--- src/rtl/pstat_pkg.sv ---
package pstat_pkg;

    localparam int STAT_W = 4;

    typedef enum logic [3:0] {
        RSN_NONE        = 4'd0,
        RSN_TIMEOUT     = 4'd1,
        RSN_NO_SETTINGS = 4'd2,
        RSN_PH1_FAIL    = 4'd3,
        RSN_PH2_FAIL    = 4'd4,
        RSN_BAD_CMD     = 4'd5,
        RSN_CHECKSUM    = 4'd6,
        RSN_SEQUENCE    = 4'd7,
        RSN_VFY_FAIL    = 4'd8,
        RSN_VFY_BAD     = 4'd9
    } reason_e;

    typedef enum logic [3:0] {
        ST_IDLE,
        ST_BOOT,
        ST_SETUP,
        ST_P1_RUN,
        ST_P1_END,
        ST_P2_WAIT,
        ST_P2_RUN,
        ST_P2_END,
        ST_VERIFY
    } state_e;

    localparam logic [STAT_W-1:0] CODE_IDLE     = 4'b0000;
    localparam logic [STAT_W-1:0] CODE_BOOT     = 4'b0001;
    localparam logic [STAT_W-1:0] CODE_P2_START = 4'b0010;
    localparam logic [STAT_W-1:0] CODE_P2_END   = 4'b0011;
    localparam logic [STAT_W-1:0] CODE_ALL_PASS = 4'b0100;
    localparam logic [STAT_W-1:0] CODE_ALL_FAIL = 4'b0101;
    localparam logic [STAT_W-1:0] CODE_P1_START = 4'b0110;
    localparam logic [STAT_W-1:0] CODE_P1_END   = 4'b0111;
    localparam logic [STAT_W-1:0] CODE_P1_PASS  = 4'b1000;
    localparam logic [STAT_W-1:0] CODE_P1_FAIL  = 4'b1001;
    localparam logic [STAT_W-1:0] CODE_VFY_PASS = 4'b1010;
    localparam logic [STAT_W-1:0] CODE_VFY_FAIL = 4'b1011;
    localparam logic [STAT_W-1:0] CODE_BAD_CMD  = 4'b1100;
    localparam logic [STAT_W-1:0] CODE_CHECKSUM = 4'b1101;

endpackage

--- src/rtl/pstat_sync_filter.sv ---
module pstat_sync_filter #(
    parameter int W           = 4,
    parameter int SYNC_STAGES = 2,
    parameter int FILT_LEN    = 4
) (
    input  logic         clk,
    input  logic         rst_n,
    input  logic [W-1:0] din,
    output logic [W-1:0] acc,
    output logic         chg
);

    localparam int CW = $clog2(FILT_LEN + 1);

    logic [SYNC_STAGES-1:0][W-1:0] sync_q;
    logic [W-1:0]                  cand_q;
    logic [CW-1:0]                 cnt_q;
    logic [W-1:0]                  samp;

    assign samp = sync_q[SYNC_STAGES-1];

    always_ff @(posedge clk or negedge rst_n) begin
        if (!rst_n) begin
            sync_q <= '0;
        end else begin
            sync_q[0] <= din;
            for (int i = 1; i < SYNC_STAGES; i++) begin
                sync_q[i] <= sync_q[i-1];
            end
        end
    end

    // Candidate value and run length; accepted once the run hits FILT_LEN.
    always_ff @(posedge clk or negedge rst_n) begin
        if (!rst_n) begin
            cand_q <= '0;
            cnt_q  <= '0;
            acc    <= '0;
            chg    <= 1'b0;
        end else begin
            chg <= 1'b0;
            if (samp != cand_q) begin
                cand_q <= samp;
                cnt_q  <= CW'(1);
            end else if (cnt_q != CW'(FILT_LEN)) begin
                cnt_q <= cnt_q + CW'(1);
                if (cnt_q == CW'(FILT_LEN - 1)) begin
                    acc <= cand_q;
                    chg <= (cand_q != acc);
                end
            end
        end
    end

endmodule

--- src/rtl/pstat_timer.sv ---
module pstat_timer #(
    parameter int unsigned LIMIT = 500_000_000
) (
    input  logic clk,
    input  logic rst_n,
    input  logic clear,
    input  logic run,
    output logic expired
);

    localparam int TW = $clog2(LIMIT + 1);

    logic [TW-1:0] tmr_q;

    always_ff @(posedge clk or negedge rst_n) begin
        if (!rst_n) begin
            tmr_q <= '0;
        end else if (clear) begin
            tmr_q <= '0;
        end else if (run && !expired) begin
            tmr_q <= tmr_q + TW'(1);
        end
    end

    assign expired = (tmr_q == TW'(LIMIT - 1));

endmodule

--- src/rtl/pstat_monitor.sv ---
module pstat_monitor
    import pstat_pkg::*;
#(
    parameter int          FILT_LEN       = 4,
    parameter int unsigned TIMEOUT_CYCLES = 500_000_000
) (
    input  logic       clk,
    input  logic       rst_n,
    input  logic       start,
    input  logic       verify_mode,
    input  logic [3:0] status_pins,
    output logic       busy,
    output logic       done,
    output logic       pass,
    output logic [3:0] reason
);

    logic [STAT_W-1:0] code;
    logic              code_chg;
    logic              expired;
    logic              start_ok;
    state_e            state_q, state_d;
    logic              fin;
    logic              fin_pass;
    reason_e           fin_rsn;

    pstat_sync_filter #(
        .W          (STAT_W),
        .SYNC_STAGES(2),
        .FILT_LEN   (FILT_LEN)
    ) u_filt (
        .clk  (clk),
        .rst_n(rst_n),
        .din  (status_pins),
        .acc  (code),
        .chg  (code_chg)
    );

    pstat_timer #(
        .LIMIT(TIMEOUT_CYCLES)
    ) u_tmr (
        .clk    (clk),
        .rst_n  (rst_n),
        .clear  (start_ok),
        .run    (busy),
        .expired(expired)
    );

    assign start_ok = start && (state_q == ST_IDLE);

    function automatic logic [STAT_W-1:0] code_for(state_e s);
        case (s)
            ST_BOOT:    return CODE_BOOT;
            ST_SETUP:   return CODE_P1_START;
            ST_P1_RUN:  return CODE_P1_END;
            ST_P1_END:  return CODE_P1_PASS;
            ST_P2_WAIT: return CODE_P2_START;
            ST_P2_RUN:  return CODE_P2_END;
            ST_P2_END:  return CODE_ALL_PASS;
            default:    return CODE_IDLE;
        endcase
    endfunction

    function automatic state_e next_of(state_e s);
        case (s)
            ST_BOOT:    return ST_SETUP;
            ST_SETUP:   return ST_P1_RUN;
            ST_P1_RUN:  return ST_P1_END;
            ST_P1_END:  return ST_P2_WAIT;
            ST_P2_WAIT: return ST_P2_RUN;
            ST_P2_RUN:  return ST_P2_END;
            default:    return ST_IDLE;
        endcase
    endfunction

    // Next state and run outcome
    always_comb begin
        state_d  = state_q;
        fin      = 1'b0;
        fin_pass = 1'b0;
        fin_rsn  = RSN_NONE;
        unique case (state_q)
            ST_IDLE: begin
                if (start) begin
                    state_d = verify_mode ? ST_VERIFY : ST_BOOT;
                end
            end
            ST_VERIFY: begin
                if (code_chg) begin
                    fin = 1'b1;
                    if (code == CODE_VFY_PASS) begin
                        fin_pass = 1'b1;
                    end else if (code == CODE_VFY_FAIL) begin
                        fin_rsn = RSN_VFY_FAIL;
                    end else begin
                        fin_rsn = RSN_VFY_BAD;
                    end
                end else if (expired) begin
                    fin     = 1'b1;
                    fin_rsn = RSN_TIMEOUT;
                end
            end
            default: begin
                if (code_chg) begin
                    if (code == CODE_BAD_CMD) begin
                        fin     = 1'b1;
                        fin_rsn = RSN_BAD_CMD;
                    end else if (code == CODE_CHECKSUM) begin
                        fin     = 1'b1;
                        fin_rsn = RSN_CHECKSUM;
                    end else if (code == code_for(state_q)) begin
                        if (state_q == ST_P2_END) begin
                            fin      = 1'b1;
                            fin_pass = 1'b1;
                        end else begin
                            state_d = next_of(state_q);
                        end
                    end else if (state_q == ST_P1_END && code == CODE_P1_FAIL) begin
                        fin     = 1'b1;
                        fin_rsn = RSN_PH1_FAIL;
                    end else if (state_q == ST_P2_END && code == CODE_ALL_FAIL) begin
                        fin     = 1'b1;
                        fin_rsn = RSN_PH2_FAIL;
                    end else begin
                        fin     = 1'b1;
                        fin_rsn = RSN_SEQUENCE;
                    end
                end else if (expired) begin
                    fin     = 1'b1;
                    fin_rsn = (state_q == ST_SETUP) ? RSN_NO_SETTINGS : RSN_TIMEOUT;
                end
            end
        endcase
        if (fin) begin
            state_d = ST_IDLE;
        end
    end

    // State register
    always_ff @(posedge clk or negedge rst_n) begin
        if (!rst_n) begin
            state_q <= ST_IDLE;
        end else begin
            state_q <= state_d;
        end
    end

    // Outputs
    always_ff @(posedge clk or negedge rst_n) begin
        if (!rst_n) begin
            busy   <= 1'b0;
            done   <= 1'b0;
            pass   <= 1'b0;
            reason <= RSN_NONE;
        end else begin
            done <= 1'b0;
            if (start_ok) begin
                busy   <= 1'b1;
                pass   <= 1'b0;
                reason <= RSN_NONE;
            end else if (fin) begin
                busy   <= 1'b0;
                done   <= 1'b1;
                pass   <= fin_pass;
                reason <= fin_rsn;
            end
        end
    end

endmodule

--- config.mk ---
export PLATFORM = sky130hd
export DESIGN_NAME = pstat_monitor
export DESIGN_NICKNAME = d
export VERILOG_FILES = /design/src/rtl/pstat_pkg.sv /design/src/rtl/pstat_sync_filter.sv /design/src/rtl/pstat_timer.sv /design/src/rtl/pstat_monitor.sv
export SDC_FILE = /design/constraint.sdc
export NUM_CORES = 1
export LEC_CHECK = 0
export ABC_CLOCK_PERIOD_IN_PS = 2100
export BUFFER_PORTS_ARGS = -buffer_cell sky130_fd_sc_hd__buf_4
export CAP_MARGIN = 25
export CORE_MARGIN = 4
export CORE_UTILIZATION = 30
export CTS_CLUSTER_SIZE = 14
export DETAILED_ROUTE_END_ITERATION = 6
export SLEW_MARGIN = 30
export SYNTH_ARGS = -nofsm -noshare
export SYNTH_HDL_FRONTEND = slang
export SYNTH_SLANG_ARGS = --single-unit
--- constraint.sdc ---
create_clock -name clk -period 2.1 [get_ports clk]
set_clock_uncertainty 0.1 [all_clocks]
set_input_delay 0 -clock clk [delete_from_list [all_inputs] [get_ports clk]]
set_output_delay 0 -clock clk [all_outputs]
set_load 0.005 [all_outputs]
==> run summary <==
Worst-margin pin slew: 749 ps
Worst rel slew slack: 50.1%
Synth Register Bits: 60
R2r endpoint: state_q[1]
Final ANT Viol Nets: 0
Count of different cell masters after synthesis: 59
Post-synthesis cell area: 0.00315 mm2
FF-to-FF setup slack: -100 ps
FF/Latch Area: 0.00151 mm2
Largest net degree at the start of global routing: 61
Number of flops mapped to enable cells by yosys: 0
Clock Latency Late Sink: 330 ps
Slowest cell on crit path: dfrtp_2
Max_cap viols: 0
Critical path type: flop to flop
Area taken by multi-input logic gates: 0.00177 mm2
Combinational Power Share: 25.0%
Initial antenna violation count: 0
DRT Pass-1 Iters: 4
YS warnings: 0
Switch Pwr: 0.00101 W
Syn Nets: 326
Die X: 110 um
Vias: 2671
Vias in the first global route: 2627
CTS tree: yes
RSZ-0062 raised after global routing: true
N_diodes: 0
Count of final setup violators: 8
GRT met1 Usage: 18.3%
Part of the power in registers: 41.4%
Port Buf Inserts: 14
Ys async rst share: 100%
WP data required: 2220 ps
CP Launch Type: flop
DRC Markers: 0
Final period utilization: 105%
Met3 GRT Util: 2.68%
Design area: 0.00452 mm2
Cell Rows: 37
Pwr Density: 763 mW/mm2
Max Clk Rate: 454 MHz
Ratio of cells with drive above 1 in the final layout: 41.2%
CORE AREA: 0.0103 mm2
Hold slack: 162 ps
CTS Sinks: 60
GRT Residual Overflow: 0
Clock Path Buffers: 2
Total power: 0.00345 W
Critical-path cell list: nor2b_4 > nand3_2 > a311oi_4 > o22ai_4 > o311a_4 > or2_4 > o2bb2ai_4
Final core utilization: 44.0%
Total Routing Usage GR: 12.8%
Initial core utilization: 30.6%
Crit. End Element: flop
Die Area: 0.0122 mm2
First-pass GRT wire length: 12300 um
Htree depth: 3
Net switching share of the total power: 29.3%
Met2 usage: 19.3%
Post-Place Cell Area: 0.00390 mm2
Vias/cell: 4.85
Fillers: 981
I/O pin total: 15
CTS clk-pin slew, worst paths: 80 ps
Final Hold Violating Endpoints: 0
Failing checks: negative setup slack
Reg2Reg Depth: 7
Outcome: finished, violations left
Predominant post-synthesis flop cell: dfrtp_1
Worst Path Arrival: 2320 ps
NumNets Final: 422
CP peak stage delay: 460 ps
Max-slew violation count: 0
Crit path max fanout: 6
RR Startpoint: u_filt.acc[2]
Internal: 0.00244 W
Die Y: 110 um
DP HPWL: 5040 um
Final WS setup: -102 ps
Avg Inst Size Synth: 10.0 um2
Initial drt markers: 114
Area delta synth->final: 43.7%
Hold WC Path Type: primary input to asynchronous set/reset pin
Min Tclk post-route: 2200 ps
Synth Instances: 314
Routed WL per cell: 13.4 um
Clk network pwr share: 33.6%
Setup TNS: -577 ps
Leakage: 1.96 nW
Register area share after synthesis: 47.7%
CTS buffer count: 9
GP Congestion: 0.838
Maximum vdd drop: 315 uV
Routed WL: 7390 um
CTS root buf: clkbuf_8
GR peak layer: met2
[cells in the mapped netlist (3+ instances only)]
cell       instances  area (um2)
buf_4              4        30.0
a21oi_1            9        45.0
nand2b_1           3        18.8
xnor2_1           13         114
inv_1              9        33.8
nand2_1           23        86.3
o21ai_0           10        50.1
o211ai_1           3        22.5
ha_1               4        50.1
nor2_1            36         135
or3_1              8        50.1
dfrtp_1           60        1500
nor3_1             5        25.0
nor3b_1            3        22.5
xor2_1            18         158
or4_1              3        22.5
a31oi_1            4        25.0
buf_2              4        20.0
nand3_1           14        70.1
nand4_1           11        68.8
and4_1             3        26.3
clkbuf_1           8        30.0
o2bb2ai_1          3        26.3
mux2_2             4        45.0
nor2b_1            3        18.8
and3_1             5        31.3
[worst max-delay path by stage]
stage	start	endpoint	slack [ps]	depth (start not counted)
finish	u_filt.acc[2]	state_q[1]	-100	7
global route	u_filt.acc[2]	state_q[1]	-180	7
CTS	u_filt.acc[1]	state_q[1]	-90	7
detailed placement	state_q[0]	pass	-180	8
global placement	state_q[1]	pass	-120	8
floorplan	state_q[3]	state_q[1]	-30	7
[per-stage QoR]
stage                     std cells  setup WS (ps)
after floorplan                 314          -28.2
after detailed placement        516           -184
final                           551           -102
after global routing            551           -181
after CTS                       547          -86.4
after global placement          516           -123
[cell usage in the layout, fill, tap and decap left out, types with 5 or more instances in the layout]
cell type,netlist,routed
dfrtp_2,0,5
dlygate4sd3_1,0,7
buf_4,4,90
nand3_1,14,9
buf_6,0,6
or3_1,8,8
dfrtp_1,60,55
o21ai_0,10,9
nand2_1,23,20
xnor2_1,13,13
a21oi_1,9,8
nand3_2,0,5
inv_1,9,8
nand4_1,11,11
nor2_1,36,35
xor2_1,18,18
clkbuf_8,0,9
[per-layer routing]
metal	routed length (um)	part of all wire, %
met5	0	0
met2	3570	48
met4	110	1.5
met3	245	3.3
met1	3460	47
[timing repair]
action,CTS,global route
buffers inserted,8,5
pin swaps,8,19
resized for setup,17,32
endpoints found under the setup margin,14,29
endpoints found under the hold margin,66,0
hold buffers,7,0
[critical path: cells and delay by family (launching register included)]
family | cells | cell delay (ps)
AOI/OAI and AO/OA | 4 | 990
DFF | 1 | 460
and+or+nand+nor | 3 | 530
[flip-flops by register name (all words and copies together), names as in the netlist]
signal         flops
u_tmr.tmr_q       29
reason             4
state_q            4
u_filt.acc         4
u_filt.cand_q      4
u_filt.samp        4
u_filt.sync_q      4
u_filt.cnt_q       3
busy               1
done               1
pass               1
u_filt.chg         1
[final cells by class]
| cell class | count | area share, % |
|---|---|---|
| Clock buffer | 9 | 2.74 |
| Sequential cell | 60 | 33.4 |
| Multi-Input combinational cell | 227 | 39.2 |
| Tap cell | 136 | 3.77 |
| Inverter | 9 | 0.748 |
| Timing Repair Buffer | 103 | 18.0 |
| Clock inverter | 7 | 2.21 |
[power groups by stage]
stage | logic (W) | registers [W] | clock network (W)
2_1_floorplan | 0.000431 | 0.00139 | 0
3_3_place_gp | 0.000710 | 0.00143 | 0
3_5_place_dp | 0.000727 | 0.00143 | 0
4_1_cts | 0.000792 | 0.00141 | 0.00119
5_1_grt | 0.000955 | 0.00145 | 0.00125
6_report | 0.000862 | 0.00143 | 0.00116
[logic make-up (layout without fill, tap and decap cells)]
group | Yosys count | in the layout | share of synthesized area [%]
AO/OA/AOI/OAI | 51 | 51 | 12.8
XOR/XNOR | 31 | 31 | 8.63
adder cells (fa/ha/maj) | 4 | 4 | 1.59
buffers and inverters | 27 | 128 | 3.86
flip-flops | 60 | 60 | 47.7
multiplexers | 7 | 7 | 2.51
AND/OR/NAND/NOR | 134 | 134 | 22.8
No activity file was read; power rests on OpenSTA's default activity.
